<file path="src/rtl/drc_pkg.sv">
package drc_pkg;
  typedef enum logic [1:0] {
    ST_IDLE = 2'd0,
    ST_RD   = 2'd1,
    ST_WR   = 2'd2
  } drc_state_e;
endpackage

</file>
<file path="src/rtl/drc_fetch_calc.sv">
module drc_fetch_calc #(
  parameter int IDX_W = 8,
  parameter int DEPTH = 8,
  parameter int CNT_W = $clog2(DEPTH + 1)
) (
  input  logic             clk,
  input  logic             rst,
  input  logic [IDX_W-1:0] ring_len,
  input  logic [IDX_W-1:0] pnt,
  input  logic [IDX_W-1:0] tail,
  input  logic [CNT_W-1:0] used,
  input  logic [CNT_W-1:0] unused,
  output logic [CNT_W-1:0] fcnt
);
  logic [IDX_W-1:0] span;
  logic [IDX_W-1:0] free_ext;

  always_comb begin
    span     = (tail >= pnt) ? (tail - pnt) : (ring_len - pnt);
    free_ext = IDX_W'(DEPTH) - IDX_W'(used) - IDX_W'(unused);
    fcnt     = (span < free_ext) ? span[CNT_W-1:0] : free_ext[CNT_W-1:0];
  end

  // a fetch never runs past the ring end
  p_fetch_in_ring_r3: assert property (@(posedge clk) disable iff (rst)
    (pnt < ring_len) |-> ({1'b0, pnt} + (IDX_W + 1)'(fcnt) <= {1'b0, ring_len}));
endmodule

</file>
<file path="src/rtl/drc_wb_calc.sv">
module drc_wb_calc #(
  parameter int IDX_W = 8,
  parameter int DEPTH = 8,
  parameter int BLK_BYTES = 64,
  parameter int CNT_W = $clog2(DEPTH + 1)
) (
  input  logic             clk,
  input  logic             rst,
  input  logic [IDX_W-1:0] ring_len,
  input  logic [IDX_W-1:0] head,
  input  logic [CNT_W-1:0] used,
  input  logic             full,
  output logic [CNT_W-1:0] wcnt
);
  localparam int ALN_MASK = (BLK_BYTES - 1) >> 4;

  logic [CNT_W-1:0] base_cnt;
  logic [IDX_W-1:0] room;

  always_comb begin
    base_cnt = full ? used : (used & ~CNT_W'(ALN_MASK));
    room     = ring_len - head;
    wcnt     = (IDX_W'(base_cnt) < room) ? base_cnt : room[CNT_W-1:0];
  end

  // a writeback never crosses the ring end
  p_wb_in_ring_r5: assert property (@(posedge clk) disable iff (rst)
    (head < ring_len) |-> ({1'b0, head} + (IDX_W + 1)'(wcnt) <= {1'b0, ring_len}));
endmodule

</file>
<file path="src/rtl/desc_ring_ctl.sv">
module desc_ring_ctl #(
  parameter int ADDR_W    = 32,
  parameter int IDX_W     = 8,
  parameter int DEPTH     = 8,
  parameter int BLK_BYTES = 64,
  parameter int CNT_W     = $clog2(DEPTH + 1)
) (
  input  logic              clk,
  input  logic              rst,
  input  logic              run,
  input  logic [ADDR_W-1:0] ring_base,
  input  logic [IDX_W+3:0]  ring_len_bytes,
  input  logic [IDX_W-1:0]  ring_tail,
  input  logic              tail_wr,
  input  logic              wb_flush,
  input  logic              wb_partial,
  input  logic              eng_idle,
  input  logic              eng_done,
  output logic              eng_avail,
  output logic              dma_valid,
  input  logic              dma_ready,
  output logic              dma_write,
  output logic [ADDR_W-1:0] dma_addr,
  output logic [CNT_W-1:0]  dma_cnt,
  input  logic              dma_done,
  output logic [IDX_W-1:0]  ring_head,
  output logic [IDX_W-1:0]  desc_left,
  output logic              head_upd,
  output logic              wb_cause,
  output logic              qempty_cause,
  output logic              drain_chk
);
  import drc_pkg::*;

  drc_state_e       state;
  logic [IDX_W-1:0] ring_len, pnt_q, head_q, head_nx, pnt_nx;
  logic [IDX_W:0]   hsum, psum;
  logic [CNT_W-1:0] used_q, unused_q, rcnt_q, wcnt_q, fcnt, wcnt, more_cnt;
  logic             fetch_pend, wb_pend, wb_full, infl_full;
  logic             acc_done, rd_fin, wr_fin, qempty_ev;

  assign ring_len  = ring_len_bytes[IDX_W+3:4];
  assign ring_head = head_q;
  assign eng_avail = (unused_q != '0);
  assign acc_done  = eng_done && (unused_q != '0);
  assign rd_fin    = (state == ST_RD) && dma_done && !dma_valid;
  assign wr_fin    = (state == ST_WR) && dma_done && !dma_valid;
  assign qempty_ev = acc_done && (unused_q == CNT_W'(1)) && (state != ST_RD)
                     && (pnt_q == ring_tail);

  always_comb begin
    hsum    = {1'b0, head_q} + (IDX_W + 1)'(wcnt_q);
    head_nx = (hsum >= {1'b0, ring_len}) ? IDX_W'(hsum - {1'b0, ring_len}) : hsum[IDX_W-1:0];
    psum    = {1'b0, pnt_q} + (IDX_W + 1)'(rcnt_q);
    pnt_nx  = (psum >= {1'b0, ring_len}) ? IDX_W'(psum - {1'b0, ring_len}) : psum[IDX_W-1:0];
  end

  drc_fetch_calc #(.IDX_W(IDX_W), .DEPTH(DEPTH), .CNT_W(CNT_W)) u_fetch (
    .clk(clk), .rst(rst), .ring_len(ring_len), .pnt(pnt_q), .tail(ring_tail),
    .used(used_q), .unused(unused_q), .fcnt(fcnt));

  drc_wb_calc #(.IDX_W(IDX_W), .DEPTH(DEPTH), .BLK_BYTES(BLK_BYTES), .CNT_W(CNT_W)) u_wb (
    .clk(clk), .rst(rst), .ring_len(ring_len), .head(head_q),
    .used(used_q), .full(wb_full), .wcnt(wcnt));

  // Same sizing rule applied to what remains after the in-flight write
  drc_wb_calc #(.IDX_W(IDX_W), .DEPTH(DEPTH), .BLK_BYTES(BLK_BYTES), .CNT_W(CNT_W)) u_more (
    .clk(clk), .rst(rst), .ring_len(ring_len), .head(head_nx),
    .used(used_q - wcnt_q), .full(infl_full), .wcnt(more_cnt));

  // Slot counters
  always_ff @(posedge clk) begin
    if (rst) begin
      used_q   <= '0;
      unused_q <= '0;
    end else begin
      unused_q <= unused_q + (rd_fin ? rcnt_q : '0) - CNT_W'(acc_done);
      used_q   <= used_q + CNT_W'(acc_done) - (wr_fin ? wcnt_q : '0);
    end
  end

  always_ff @(posedge clk) begin
    if (rst) desc_left <= '0;
    else desc_left <= (ring_tail >= head_q) ? (ring_tail - head_q)
                                            : (ring_tail + ring_len - head_q);
  end

  // Request sequencer
  always_ff @(posedge clk) begin
    if (rst) begin
      state <= ST_IDLE;
      dma_valid <= 1'b0; dma_write <= 1'b0; dma_addr <= '0; dma_cnt <= '0;
      rcnt_q <= '0; wcnt_q <= '0; pnt_q <= '0; head_q <= '0;
      fetch_pend <= 1'b0; wb_pend <= 1'b0; wb_full <= 1'b0; infl_full <= 1'b0;
      head_upd <= 1'b0; wb_cause <= 1'b0; qempty_cause <= 1'b0; drain_chk <= 1'b0;
    end else begin
      head_upd <= 1'b0; wb_cause <= 1'b0; qempty_cause <= 1'b0; drain_chk <= 1'b0;
      case (state)
        ST_IDLE: begin
          if (wb_pend && wcnt != '0) begin
            dma_valid <= 1'b1; dma_write <= 1'b1; dma_cnt <= wcnt; wcnt_q <= wcnt;
            dma_addr  <= ring_base + (ADDR_W'(head_q) << 4);
            infl_full <= wb_full; wb_pend <= 1'b0; wb_full <= 1'b0;
            state     <= ST_WR;
          end else if (wb_pend) begin
            wb_pend <= 1'b0; wb_full <= 1'b0;
          end else if (fetch_pend && fcnt != '0) begin
            dma_valid <= 1'b1; dma_write <= 1'b0; dma_cnt <= fcnt; rcnt_q <= fcnt;
            dma_addr  <= ring_base + (ADDR_W'(pnt_q) << 4);
            fetch_pend <= 1'b0;
            state      <= ST_RD;
          end else if (fetch_pend) begin
            fetch_pend <= 1'b0;
          end
        end
        ST_RD: begin
          if (dma_valid && dma_ready) dma_valid <= 1'b0;
          if (rd_fin) begin
            pnt_q <= pnt_nx;
            state <= ST_IDLE;
          end
        end
        ST_WR: begin
          if (dma_valid && dma_ready) dma_valid <= 1'b0;
          if (wr_fin) begin
            head_q   <= head_nx;
            head_upd <= 1'b1;
            wb_cause <= 1'b1;
            if (more_cnt != '0) begin
              wb_pend <= 1'b1; wb_full <= infl_full;
            end else begin
              drain_chk <= 1'b1;
            end
            if (run && eng_idle) fetch_pend <= 1'b1;
            state <= ST_IDLE;
          end
        end
        default: state <= ST_IDLE;
      endcase
      if (tail_wr && run) fetch_pend <= 1'b1;
      if (wb_partial) begin
        wb_pend <= 1'b1;
        if (!wb_pend) wb_full <= 1'b0;
      end
      if (wb_flush) begin
        wb_pend <= 1'b1; wb_full <= 1'b1;
      end
      if (qempty_ev) begin
        qempty_cause <= 1'b1;
        wb_pend <= 1'b1; wb_full <= 1'b1; fetch_pend <= 1'b1;
      end
    end
  end

  // cache occupancy bound
  p_cache_bound_r4: assert property (@(posedge clk) disable iff (rst)
    ((CNT_W + 1)'(used_q) + (CNT_W + 1)'(unused_q)) <= (CNT_W + 1)'(DEPTH));
  // a request stays put until accepted
  p_req_hold_r11: assert property (@(posedge clk) disable iff (rst)
    (dma_valid && !dma_ready) |=> (dma_valid && $stable(dma_addr) && $stable(dma_cnt)
                                   && $stable(dma_write)));
  // no empty request
  p_req_nonzero_r3: assert property (@(posedge clk) disable iff (rst)
    dma_valid |-> (dma_cnt != '0));
  // head moves only after a write completion
  p_head_on_done_r7: assert property (@(posedge clk) disable iff (rst)
    (ring_head != $past(ring_head)) |-> $past(dma_done && dma_write));
endmodule

</file>
<file path="config.mk">
export PLATFORM = sky130hd
export DESIGN_NAME = desc_ring_ctl
export DESIGN_NICKNAME = d
export VERILOG_FILES = /design/src/rtl/drc_pkg.sv /design/src/rtl/drc_fetch_calc.sv /design/src/rtl/drc_wb_calc.sv /design/src/rtl/desc_ring_ctl.sv
export SDC_FILE = /design/constraint.sdc
export NUM_CORES = 1
export LEC_CHECK = 0
export ABC_AREA = 1
export CAP_MARGIN = 30
export CORE_UTILIZATION = 39
export CTS_CLUSTER_DIAMETER = 30
export DETAILED_ROUTE_END_ITERATION = 7
export SYNTH_ARGS = -nofsm -noshare
export SYNTH_HDL_FRONTEND = slang
export SYNTH_SLANG_ARGS = --single-unit
</file>
<file path="constraint.sdc">
create_clock -name clk -period 14.9 [get_ports clk]
set_input_delay 1.49 -clock clk [delete_from_list [all_inputs] [get_ports clk]]
set_output_delay 1.49 -clock clk [all_outputs]
set_load 0.005 [all_outputs]
</file>
==> Yosys cells after proc, flatten, opt, wreduce, memory -nomap -nowiden <==
Cells that the tools add are included.
{ "totals": {"ff_bits": 87, "in_bits": 62, "out_inout_bits": 59} }
{ "classes": {"addsub": 20, "magnitude_cmp": 7, "eq_ne": 17, "n_mux": 56, "bitwise_logic": 4, "n_reduce_logical": 35} }
{ "op_table": {"columns": ["op", "n"], "rows": [
  ["two-way mux 32 bit", 3],
  ["adder 32 x 12 -> 32 bit", 2],
  ["subtractor 8 bit", 8],
  ["two-way mux 4 bit", 8],
  ["two-way mux 8 bit", 4],
  ["two-way mux 1 bit", 29],
  ["nonzero test 4 bit", 5],
  ["adder 8 x 4 -> 9 bit", 2],
  [">= comparator 9 x 8 -> 1 bit", 2],
  [">= comparator 8 bit", 2],
  ["less-than comparator 4 x 8 -> 1 bit", 2],
  ["two-way mux 2 bit", 7],
  ["logical AND 1 bit", 13],
  ["AND reduction 4 bit", 3],
  ["adder 8 bit", 1],
  ["== test 8 bit", 1],
  ["less-than comparator 8 bit", 1],
  ["!= test 4 bit, second input constant", 2],
  ["one-hot mux 1 bit (2 select lines)", 4],
  ["subtractor 4 bit", 2],
  ["subtractor 8 x 4 -> 8 bit", 1],
  ["!= test 2 x 1 -> 1 bit, second input constant", 3],
  ["!= test 3 bit, second input constant", 2],
  ["one-hot mux 2 bit (3 select lines)", 1],
  ["other kinds (22)", 31]
]} }

==> Depth between registers and ports, before layout <==
Gate-level depths: netlist (run 1).
{ "depth": {"depth_word": 14, "ltp_mapped": 40} }

==> Hierarchy <==
From an unflattened synthesis (run 1), not the netlist that was laid out.
{ "hier_totals": {"hier_cells": 1582, "area_unflattened_um2": 9922.0} }
{ "by_module_without_submodules": {"columns": ["mod", "instances", "cells_per_inst", "area_each_um2", "seq_area_each_um2"], "rows": [
  ["desc_ring_ctl", 1, 1177, 7576.0, 1741.7],
  ["drc_fetch_calc", 1, 201, 1247.4, 0.0],
  ["drc_wb_calc", 2, 102, 549.3, 0.0]
]} }

==> Worst setup path after synthesis (run 1) <==
OpenSTA, ideal clock, no wires.
{ "synth_path": {"path_kind": "input port to flip-flop", "from": "input ring_len_bytes[4]", "to": "register dma_addr[28]", "t_arrival_ns": 5.834, "setup_slack_ns": 8.927, "path_stages": 30, "cell_sequence": "inv_1 > ha_1 > inv_1 > fa_1 > inv_1 > ha_1 > a21boi_0 > o211ai_1 > nand2_1 > nand3_2 > nand2_1 > nand2_1 > nor2_2 > nand2_2 > nand2_4 > buf_2 > mux2_2 > ha_1 > fa_1 > a21oi_1 > o21ai_1 > a21oi_1 > nand3b_1 > nand3b_1 > nor2_1 > nand2_1 > nor4_1 > xor2_1 > nand2_1 > a21oi_2"} }
{ "synth_via": {"elab_chain_len": 8, "elab_cells_between_ends": 15, "cone_classes": "2 x add/sub; 2 x order compare; 1 x eq/ne; 4 x mux; 6 x reduce/logical"} }
{ "synth_lines": {"columns": ["item", "line_no", "rtl"], "rows": [
  ["start: declaration", "desc_ring_ctl.sv:12", "input logic [IDX_W+3:0] ring_len_bytes,"],
  ["subtractor 8 bit", "drc_fetch_calc.sv:19", "span = (tail >= pnt) ? (tail - pnt) : (ring_len - pnt);"],
  ["two-way mux 8 bit", "drc_fetch_calc.sv:19", null],
  ["less-than comparator 8 bit", "drc_fetch_calc.sv:21", "fcnt = (span < free_ext) ? span[CNT_W-1:0] : free_ext[CNT_W-1:0];"],
  ["two-way mux 4 bit", "drc_fetch_calc.sv:21", null],
  ["nonzero test 4 bit", "desc_ring_ctl.sv:107", "end else if (fetch_pend && fcnt != '0) begin"],
  ["logical AND 1 bit", "desc_ring_ctl.sv:107", null],
  ["nonzero test 2 bit (no line)", null, null],
  ["AND reduction 3 bit (no line)", null, null],
  ["end signal: assignment", "desc_ring_ctl.sv:102", "dma_addr <= ring_base + (ADDR_W'(head_q) << 4);"],
  ["end signal: assignment", "desc_ring_ctl.sv:109", "dma_addr <= ring_base + (ADDR_W'(pnt_q) << 4);"],
  ["end: declaration", "desc_ring_ctl.sv:23", "output logic [ADDR_W-1:0] dma_addr,"]
]} }
Several ways; a longest one is shown, not always the timed one.
A chain may end at the register's enable or synchronous reset.

==> Worst setup path after layout (run 1) <==
Same ends and word-level chain as after synthesis.

==> results of run 1 <==
## path summary, 6_finish.rpt
path | cells past startpoint | startpoint | slack, ns | to
worst max register to register | 37 | ring_head[0] | 8.67 | wb_full
worst min-delay path | 2 | dma_write | 0.47 | dma_write
worst min register to register | 2 | dma_write | 0.47 | dma_write
worst max-delay path | 30 | ring_len_bytes[4] | 7.86 | dma_addr[28]
## worst register-to-register path: cells and delay by family, from the launching register on
kind | cells | cell delay (ns)
adders and majority gates | 5 | 1.70
buffers and inverters | 4 | 0.29
AOI/OAI and AO/OA | 3 | 0.80
xor gates and xnor gates | 2 | 0.43
and+or+nand+nor | 23 | 2.41
DFF | 1 | 0.45
## registers in the layout, summed over array words and instances (netlist names)
signal        cells
rcnt_q            4
wb_full           1
qempty_cause      1
unused_q          4
drain_chk         1
wb_pend           1
used_q            4
pnt_q             8
wcnt_q            4
fetch_pend        1
wb_cause          1
dma_cnt           4
dma_valid         1
dma_write         1
ring_head         8
infl_full         1
desc_left         8
state             2
dma_addr         32
## per-stage QoR
| stage | util (%) | power [uW] | area (um2) | hold slack [ns] | std cells |
|---|---|---|---|---|---|
| global placement | 45.8 | 1190 | 10400 | 0.452 | 1698 |
| floorplan | - | 967 | 9110 | 0.441 | 1299 |
| finish | 47.0 | 1430 | 10700 | 0.471 | 1713 |
| CTS | 47.0 | 1430 | 10700 | 0.472 | 1713 |
| detailed placement | 45.8 | 1210 | 10400 | 0.462 | 1698 |
| global route | 47.0 | 1560 | 10700 | 0.489 | 1713 |
## kinds of logic after synthesis
family | count (synthesis)
flip-flops | 87
multiplexers | 1
AND/OR/NAND/NOR | 540
AO/OA/AOI/OAI | 231
adder cells (fa/ha/maj) | 129
buffers and inverters | 241
XOR/XNOR | 70
## Yosys cell counts (12+ instances only)
cell        n
a21oi_1   103
o21ai_0    57
dfxtp_1    87
xor2_1     43
nand4_1    14
nand3_2    31
fa_1       21
nor2_1    102
clkbuf_1   14
nor3_1     12
xnor2_1    27
a21oi_2    25
ha_1      108
inv_1     202
nand3_1    74
nand2_1   253
## area by class of cell
| cell class | count | area, um2 |
|---|---|---|
| Multi-Input combinational cell | 971 | 6350 |
| Tap cell | 313 | 392 |
| Inverter | 209 | 787 |
| Clock inverter | 6 | 46.3 |
| Fill cell | 2317 | 12100 |
| Timing Repair Buffer | 118 | 1170 |
| Sequential cell | 87 | 1740 |
| Clock buffer | 9 | 225 |
## report_power, final
| group | internal, uW | switching [uW] |
|---|---|---|
| Clock | 113 | 105 |
| Sequential | 284 | 42.1 |
| Combinational | 354 | 528 |
| Total | 751 | 674 |
## layer usage
metal | track usage [%] | vias to the layer above | share of wire (%)
li1 | - | 4414 | -
met1 | 29.6 | 3899 | 48
met2 | 35.1 | 194 | 45
met3 | 2.52 | 29 | 5.3
met4 | 6.84 | 0 | 2.0
met5 | 0 | - | 0
==> summary.txt, run 1 <==
Timing
  – Final slew viol count: 0
  – Part of the cycle the worst path needs: 47.3%
  – Worst slew pin tran: between 0.9 and 1 ns
  – Fin worst setup slack: 7.86 ns
  – Finish-stage setup viols: 0
  – Clock period minus worst slack: 7.04 ns
  – Setup TNS: 0 ns
  – Fmax: 142 MHz
  – Unrepaired setup endpoints after global routing: false
  – Layout Skew: approximately 0.0085 ns
  – Hold Vio Cnt, Final: 0
  – Rel. slew slack: 36.2%

Clocking
  – CTS Hold Bufs: 0
  – Clock-pin slew on the worst setup and hold paths: 0.07 ns
  – Root buffer cell: clkbuf_16
  – TritonCTS clock tree: yes
  – CTS Buffer Depth: 2
  – Clk sink count: 87
  – Post-CTS setup buffer count: 0
  – H-tree depth: 3
  – Skew-Pair Late Insertion Delay: 0.36 ns
  – Gates resized, CTS repair: 0
  – Num CTS Buffers: 9

GRT
  – Largest net degree at the start of global routing: 64
  – Number of global-route vias before repair: 7786
  – First-pass GRT wire length: 40300 um
  – Initial antenna violation count: 0
  – Total gr overflow: 0
  – Total GRT Usage: 21.6%

Cells and area
  – Most frequent cells in the layout: nand2_1 (253), inv_1 (202), clkdlybuf4s50_1 (115)
  – Leading cell type in the layout, fill and taps excluded: nand2_1
  – Ant diodes: 0
  – Syn-to-layout area delta: 17.6%
  – Nets: 1587
  – Layout cells sized above 1: 8.86%

Synthesis
  – Post-synthesis simple-gate area fraction: 28.7%
  – Adder-Cell Fraction of Synth Area: around a fifth
  – Yosys cell types: 52
  – Post-synthesis xor/xnor area fraction: 6.73%
  – Syn_nets: approximately 1500
  – Yosys warning total: 0
  – Number of synthesized flops with an enable pin: 0
  – Flops & latches, synth: between 80 and 90
  – Post-Syn Area: 0.00911 mm2
  – Synth top area cells: dfxtp_1 (19%), ha_1 (15%), nand2_1 (10%), inv_1 (8.3%), a21oi_1 (5.7%)
  – Complex-gate fraction of the synthesized area: 14.7%
  – Syn_area_per_cell: 7.01 um2
  – Largest family of logic cells by synthesized area: simple AND/OR/NAND/NOR gates
  – Share of Yosys cell area claimed by the top area cell type: 19.1%
  – Cell count after synthesis: 1299
  – Seq/Total Area, Yosys: 19.1%
  – Async set or reset register ratio after synthesis: 0%
  – Post-synthesis mux area share: 0.124%
  – Post-synth top flop: dfxtp_1
  – Largest area contributor in the netlist: dfxtp_1

Placement
  – # port buffers: 116
  – Routability cong.: 0.912
  – Dpl ws: 7.53 ns
  – Post-DP HPWL: 20100 um

Outcome
  – Status: finished, final reports clean

Run
  – Max_cap viols: 0

Drt
  – Routed WL: about 25000 um
  – Number of remaining DRC errors: 0
  – Antenna viol nets, final: 0
  – DR iter-0 viols: 470
  – Drt first pass iters: 5
  – WL/cell: ~15 um
  – DR vias/cell: ~5
  – DR vias: around 8500

Power and ir drop
  – Leakage dissipation: 0.00491 uW
  – Power per Cell Area: about 130 mW/mm2
  – Max rail drop VDD: 129 uV

Critical path
  – Crit path largest cell delay: 0.62 ns
  – CP most frequent cell: nand2_1
  – Crit path max fanout: 22
  – Slowest CP cell: clkdlybuf4s50_1
  – WP buf/inv: 4
  – Path type of the worst setup path: in -> reg
  – Worst EP arrival: 7.32 ns
  – CP startpoint kind: input port
  – Worst EP required: 15.18 ns
  – CP endpoint kind: flip-flop
  – CP delay by family, top: simple AND/OR/NAND/NOR gates

Floorplan
  – DIE HEIGHT: 155 um
  – Die area: roughly 0.024 mm2
  – Die width: between 150 and 200 um
  – I/O pin cnt: 121
  – Initial Util: 40.0%
  – FP Rows: 55
  – Core Footprint: approximately 0.023 mm2

Hold path
  – Hold Path Class: reg -> reg
Note: power is estimated with default switching activity, not from simulation.
==> inputs of run 2 (changes only) <==
clock period = 6.87 ns   (was 14.9 ns; I/O delays follow)
==> run 2 against run 1 <==
Compared with the run above: critical endpoint unchanged; hold slack worse by 0.0019 ns; final cell count grew 0.29%; highest routed layer unchanged; critical path depth decreased by 1; die area did not move; clock-buffer cell count increased by 1; combinational power is 120% higher.
==> summary.txt, run 2 (same netlist as run 1, synthesis figures left out) <==
Outcome
  – Status: finished, final reports clean

Floorplan
  – DIE HEIGHT: 155 um
  – Die area: 0.0240 mm2
  – Core Footprint: 0.0228 mm2
  – I/O pin cnt: 121
  – FP Rows: 55
  – Die width: 155 um
  – Initial Util: 40.0%

Drt
  – DR vias: 8515
  – Met2 WL: 11300 um
  – Routed length on met3: around 1600 um
  – Number of remaining DRC errors: 0
  – DR vias/cell: between 4 and 5
  – Uppermost routed layer: met4
  – Drt first pass iters: 5
  – Wl on met1: 12100 um
  – WL/cell: 14.8 um
  – Antenna viol nets, final: 0
  – Routed WL: 25500 um
  – DR iter-0 viols: 531

Critical path
  – Worst r2r path cells: 38
  – Crit path largest cell delay: 0.85 ns
  – Worst EP arrival: 6.26 ns
  – Worst r2r src: ring_head[0]
  – Reg2Reg Setup Slack: just under 1 ns
  – WP buf/inv: 1
  – Worst setup startpoint: ring_len_bytes[5]
  – Worst EP required: approximately 7.2 ns
  – Path type of the worst setup path: in -> reg
  – CP delay by family, top: simple AND/OR/NAND/NOR gates
  – Capture point of the worst path: dma_addr[28]
  – WP depth: 29
  – CP endpoint kind: flip-flop
  – RR Endpoint: wb_full
  – Slowest CP cell: clkdlybuf4s50_1
  – Crit path max fanout: 22
  – CP most frequent cell: nand2_1
  – CP startpoint kind: input port

Timing
  – Hold Vio Cnt, Final: 0
  – Clock period minus worst slack: about 6.0 ns
  – Worst slew pin tran: between 0.8 and 0.9 ns
  – Final slew viol count: 0
  – Fmax: 168 MHz
  – Unrepaired setup endpoints after global routing: false
  – Part of the cycle the worst path needs: 86.9%
  – Layout Skew: 0.0139 ns
  – Rel. slew slack: 40.5%
  – Setup TNS: 0 ns
  – Finish-stage setup viols: 0
  – Final hold slack: 0.469 ns

Power and ir drop
  – Pint: 1680 uW
  – Pwr Total: approximately 3200 uW
  – Comb pwr share: between 60% and 70%
  – Max rail drop VDD: ~330 uV
  – Net Sw Frac: between 40% and 50%
  – Power per Cell Area: between 200 and 300 mW/mm2
  – Leakage dissipation: 0.00495 uW
  – Clock Power Share: 17.1%
  – NetSw: ~1500 uW
  – Flop pwr share: 22.2%

Cells and area
  – Most frequent cells in the layout: nand2_1 (253), inv_1 (202), clkdlybuf4s50_1 (115)
  – Multi-input logic area: around 0.0064 mm2
  – Nets: 1591
  – Max reg flops: 32
  – Ant diodes: 0
  – Top reg by flops: dma_addr
  – Storage cell area: roughly 0.0017 mm2
  – Layout cells sized above 1: 9.18%
  – Leading cell type in the layout, fill and taps excluded: nand2_1
  – Fillers: 2327
  – Syn-to-layout area delta: 18.4%
  – Final Instance Area: 0.0108 mm2

Clocking
  – Clock-pin slew on the worst setup and hold paths: 0.07 ns
  – CTS Buffer Depth: 2
  – Num CTS Buffers: 9
  – Post-CTS setup buffer count: 0
  – Clk sink count: 87
  – TritonCTS clock tree: yes
  – Gates resized, CTS repair: 0
  – Root buffer cell: clkbuf_16
  – CTS Hold Bufs: 0
  – H-tree depth: 3
  – Skew-Pair Late Insertion Delay: 0.36 ns

Placement
  – Area after DPL: around 0.010 mm2
  – Routability cong.: roughly 0.94
  – # port buffers: about 120
  – Post-DP HPWL: roughly 20000 um

GRT
  – First-pass GRT wire length: 40200 um
  – Initial antenna violation count: 0
  – Number of global-route vias before repair: between 7000 and 8000
  – Total GRT Usage: 21.5%
  – Largest net degree at the start of global routing: 64
  – Total gr overflow: 0

Hold path
  – Hold Path Class: reg -> reg

Run
  – Max_cap viols: 0
==> run 2: cell count changes in the layout (fill, tap and decap cells not counted), sizes merged <==
cell / change
buf: +4
inv: +1
clkbuf: +1
clkinvlp: -2
bufinv: +1
==> run 2: tightest hold or removal path, cell delays in order (launching register included) <==
cell     delay, ns
dfxtp_1       0.31
nand2_1       0.06
a21oi_1       0.05
==> run 2: area by class of cell <==
cell class	instances	share of cell area, %
Clock buffer	10	2.22
Multi-Input combinational cell	971	58.9
Sequential cell	87	16.1
Inverter	209	7.30
Clock inverter	6	0.707
Timing Repair Buffer	122	11.1
Tap cell	313	3.63
==> run 2: metrics by stage <==
stage / worst slack (ns) / util (%) / cells
finish: 0.900 / 47.4 / 1718
global route: 0.226 / 47.4 / 1718
CTS: 0.916 / 47.4 / 1718
detailed placement: 0.570 / 46.0 / 1702
global placement: 0.661 / 46.0 / 1702
floorplan: 1.70 / - / 1299
==> run 2: worst min path at each step <==
| stage | start | endpoint | depth (start not counted) |
|---|---|---|---|
| global placement | dma_write | dma_write | 2 |
| floorplan | rcnt_q[0] | rcnt_q[0] | 2 |
| detailed placement | dma_write | dma_write | 2 |
| global route | dma_addr[13] | dma_addr[13] | 2 |
| CTS | dma_write | dma_write | 2 |
| finish | dma_write | dma_write | 2 |
==> run 2: power by group through the flow <==
stage	registers [uW]	logic, uW	clock network [uW]
floorplan	702	1400	0
global placement	714	1880	0
detailed placement	717	1920	0
CTS	705	1930	547
global route	718	2180	565
finish	704	1920	541
==> run 2: routing by layer <==
layer	global-route usage, %	vias up
li1	-	4427
met1	29.2	3849
met2	35.1	216
met3	3.59	23
met4	5.42	0
met5	0	-
==> inputs of run 3 (changes only) <==
ABC_AREA = not set   (was 1)
==> run 3 against run 2 <==
Compared with the run above: largest power group unchanged; final area decreased by 4.0%; via count decreased by 11%; clock-buffer cell count decreased by 1; combinational power grew 5%; first-iteration DRC count fell by 8.3%; largest cell class unchanged; critical endpoint is now dma_addr[31]; final cell count decreased by 15%; synthesized cell count is 18% lower.
==> summary.txt, run 3 <==
Drt
  – Drt first pass iters: 5
  – Number of remaining DRC errors: 0
  – DR vias: 7620
  – Routed WL: 23600 um
  – DR vias/cell: 5.23
  – Antenna viol nets, final: 0
  – DR iter-0 viols: 487
  – WL/cell: 16.2 um

Cells and area
  – Max reg flops: 32
  – Layout cells sized above 1: 6.01%
  – Leading cell type in the layout, fill and taps excluded: nor2_1
  – Top reg by flops: dma_addr
  – Syn-to-layout area delta: 21.5%
  – Ant diodes: 0
  – Nets: 1367
  – Most frequent cells in the layout: nor2_1 (139), clkdlybuf4s50_1 (115), ha_1 (108)

Synthesis
  – Number of synthesized flops with an enable pin: 0
  – Syn_area_per_cell: about 8.1 um2
  – Most frequent cell after synthesis: nor2_1
  – Syn_nets: 1250
  – Largest area contributor in the netlist: dfxtp_1
  – Flops & latches, synth: 87
  – Seq/Total Area, Yosys: 20.4%
  – Yosys cell types: 76
  – Most instantiated cells after synthesis: nor2_1 (139), ha_1 (108), inv_1 (104), dfxtp_1 (87), a21oi_1 (78)
  – Async set or reset register ratio after synthesis: 0%
  – Yosys warning total: 0
  – Post-synth top flop: dfxtp_1
  – Share of Yosys cell area claimed by the top area cell type: approximately a fifth
  – Synth top area cells: dfxtp_1 (20%), ha_1 (16%), xnor2_1 (7.3%), nor2_1 (6.1%), fa_1 (4.9%)
  – Post-Syn Area: 0.00853 mm2
  – Cell count after synthesis: 1059

Clocking
  – Post-CTS setup buffer count: 0
  – Gates resized, CTS repair: 0
  – H-tree depth: 3
  – Clock-pin slew on the worst setup and hold paths: 0.08 ns
  – Num CTS Buffers: 9
  – Skew-Pair Late Insertion Delay: between 0.3 and 0.4 ns
  – Clk sink count: 87
  – TritonCTS clock tree: yes
  – CTS Buffer Depth: 2
  – CTS Hold Bufs: 0
  – Root buffer cell: clkbuf_16

Critical path
  – CP endpoint kind: flip-flop
  – WP buf/inv: 5
  – CP startpoint kind: input port
  – Crit path largest cell delay: 0.53 ns
  – Crit path max fanout: 5
  – Worst EP required: 7.07 ns
  – Reg2Reg Setup Slack: 0.68 ns
  – Worst EP arrival: 6.49 ns
  – CP delay by family, top: compound AO/OA/AOI/OAI gates
  – Slowest CP cell: fa_1
  – CP most frequent cell: a21oi_1
  – Path type of the worst setup path: in -> reg

Floorplan
  – Core Footprint: around 0.021 mm2
  – Initial Util: 40.2%
  – Die width: 150 um
  – I/O pin cnt: 121
  – FP Rows: 53
  – DIE HEIGHT: 150 um
  – Die area: approximately 0.022 mm2

Run
  – Max_cap viols: 0

Timing
  – Finish-stage setup viols: 0
  – Fmax: 159 MHz
  – Unrepaired setup endpoints after global routing: false
  – Rel. slew slack: 32.7%
  – Final slew viol count: 0
  – Layout Skew: 0.0134 ns
  – Setup TNS: 0 ns
  – Hold Vio Cnt, Final: 0
  – Worst slew pin tran: 1.01 ns
  – Part of the cycle the worst path needs: between 90% and 100%
  – Clock period minus worst slack: 6.28 ns

GRT
  – Number of global-route vias before repair: 7418
  – Grt met1 use: 28.8%
  – Largest net degree at the start of global routing: 88
  – GRT met3 Usage: 5.12%
  – First-pass GRT wire length: 38100 um
  – Total gr overflow: 0
  – Initial antenna violation count: 0
  – Most used routing layer: met2
  – Met2 Use GR: 35.5%
  – Total GRT Usage: 21.9%

Placement
  – # port buffers: between 100 and 150
  – Post-DP HPWL: 19100 um
  – Routability cong.: 0.888

Outcome
  – Status: finished, final reports clean

Power and ir drop
  – Leakage dissipation: 0.00431 uW
  – Power per Cell Area: 314 mW/mm2
  – Pwr Total: 3250 uW
  – Max rail drop VDD: approximately 220 uV

Hold path
  – Hold Path Class: reg -> reg
[run 3: through the flow]
step                      instance area, um2  hold slack, ns  instances  setup WS [ns]  util [%]
after floorplan                         8530           0.462       1059          0.719         -
after CTS                              10400           0.483       1456          0.557      48.8
after global routing                   10400           0.522       1456         0.0540      48.8
after detailed placement               10100           0.474       1440          0.202      47.4
final                                  10400           0.484       1456          0.588      48.8
after global placement                 10100           0.472       1440          0.237      47.4
[run 3: worst paths after layout]
check / from / to / cells past startpoint
setup reg to reg: ring_head[1] / wb_full / 26
hold reg to reg: dma_write / dma_write / 2
hold / removal: dma_write / dma_write / 2
setup / recovery: ring_len_bytes[4] / dma_addr[31] / 30
[run 3: power by group]
group / switching (uW) / internal (uW)
registers: 90.5 / 629
logic: 1090 / 939
clock network: 254 / 258
total: 1430 / 1830
[run 3: cell families (layout without fill, tap and decap cells)]
family	Yosys count	in the layout	share of synthesized area (%)
AO/OA/AOI/OAI	254	254	20.5
XOR/XNOR	100	100	10.3
adder cells (fa/ha/maj)	130	130	20.9
buffers and inverters	136	258	6.34
flip-flops	87	87	20.4
multiplexers	39	39	4.71
AND/OR/NAND/NOR	313	313	16.9
[run 3: metal layers]
layer / routed length [um] / part of all wire, %
met5: 0 / 0
met2: 10600 / 45
met1: 11300 / 48
met4: 417 / 1.8
met3: 1320 / 5.6
[run 3: final cells by class]
type                       instances  area, um2
inverter                         105        394
sequential                        87       1740
timing repair buffer             137       1330
fill                            2123      10900
clock buffer                       9        225
tap                              275        344
clock inverter                     7       73.8
multi-input combinational        836       6250
[run 3: tightest hold or removal path: stages (launching register included)]
cell and delay (ns):
dfxtp_1 0.31, o21ai_0 0.07, a21oi_1 0.06
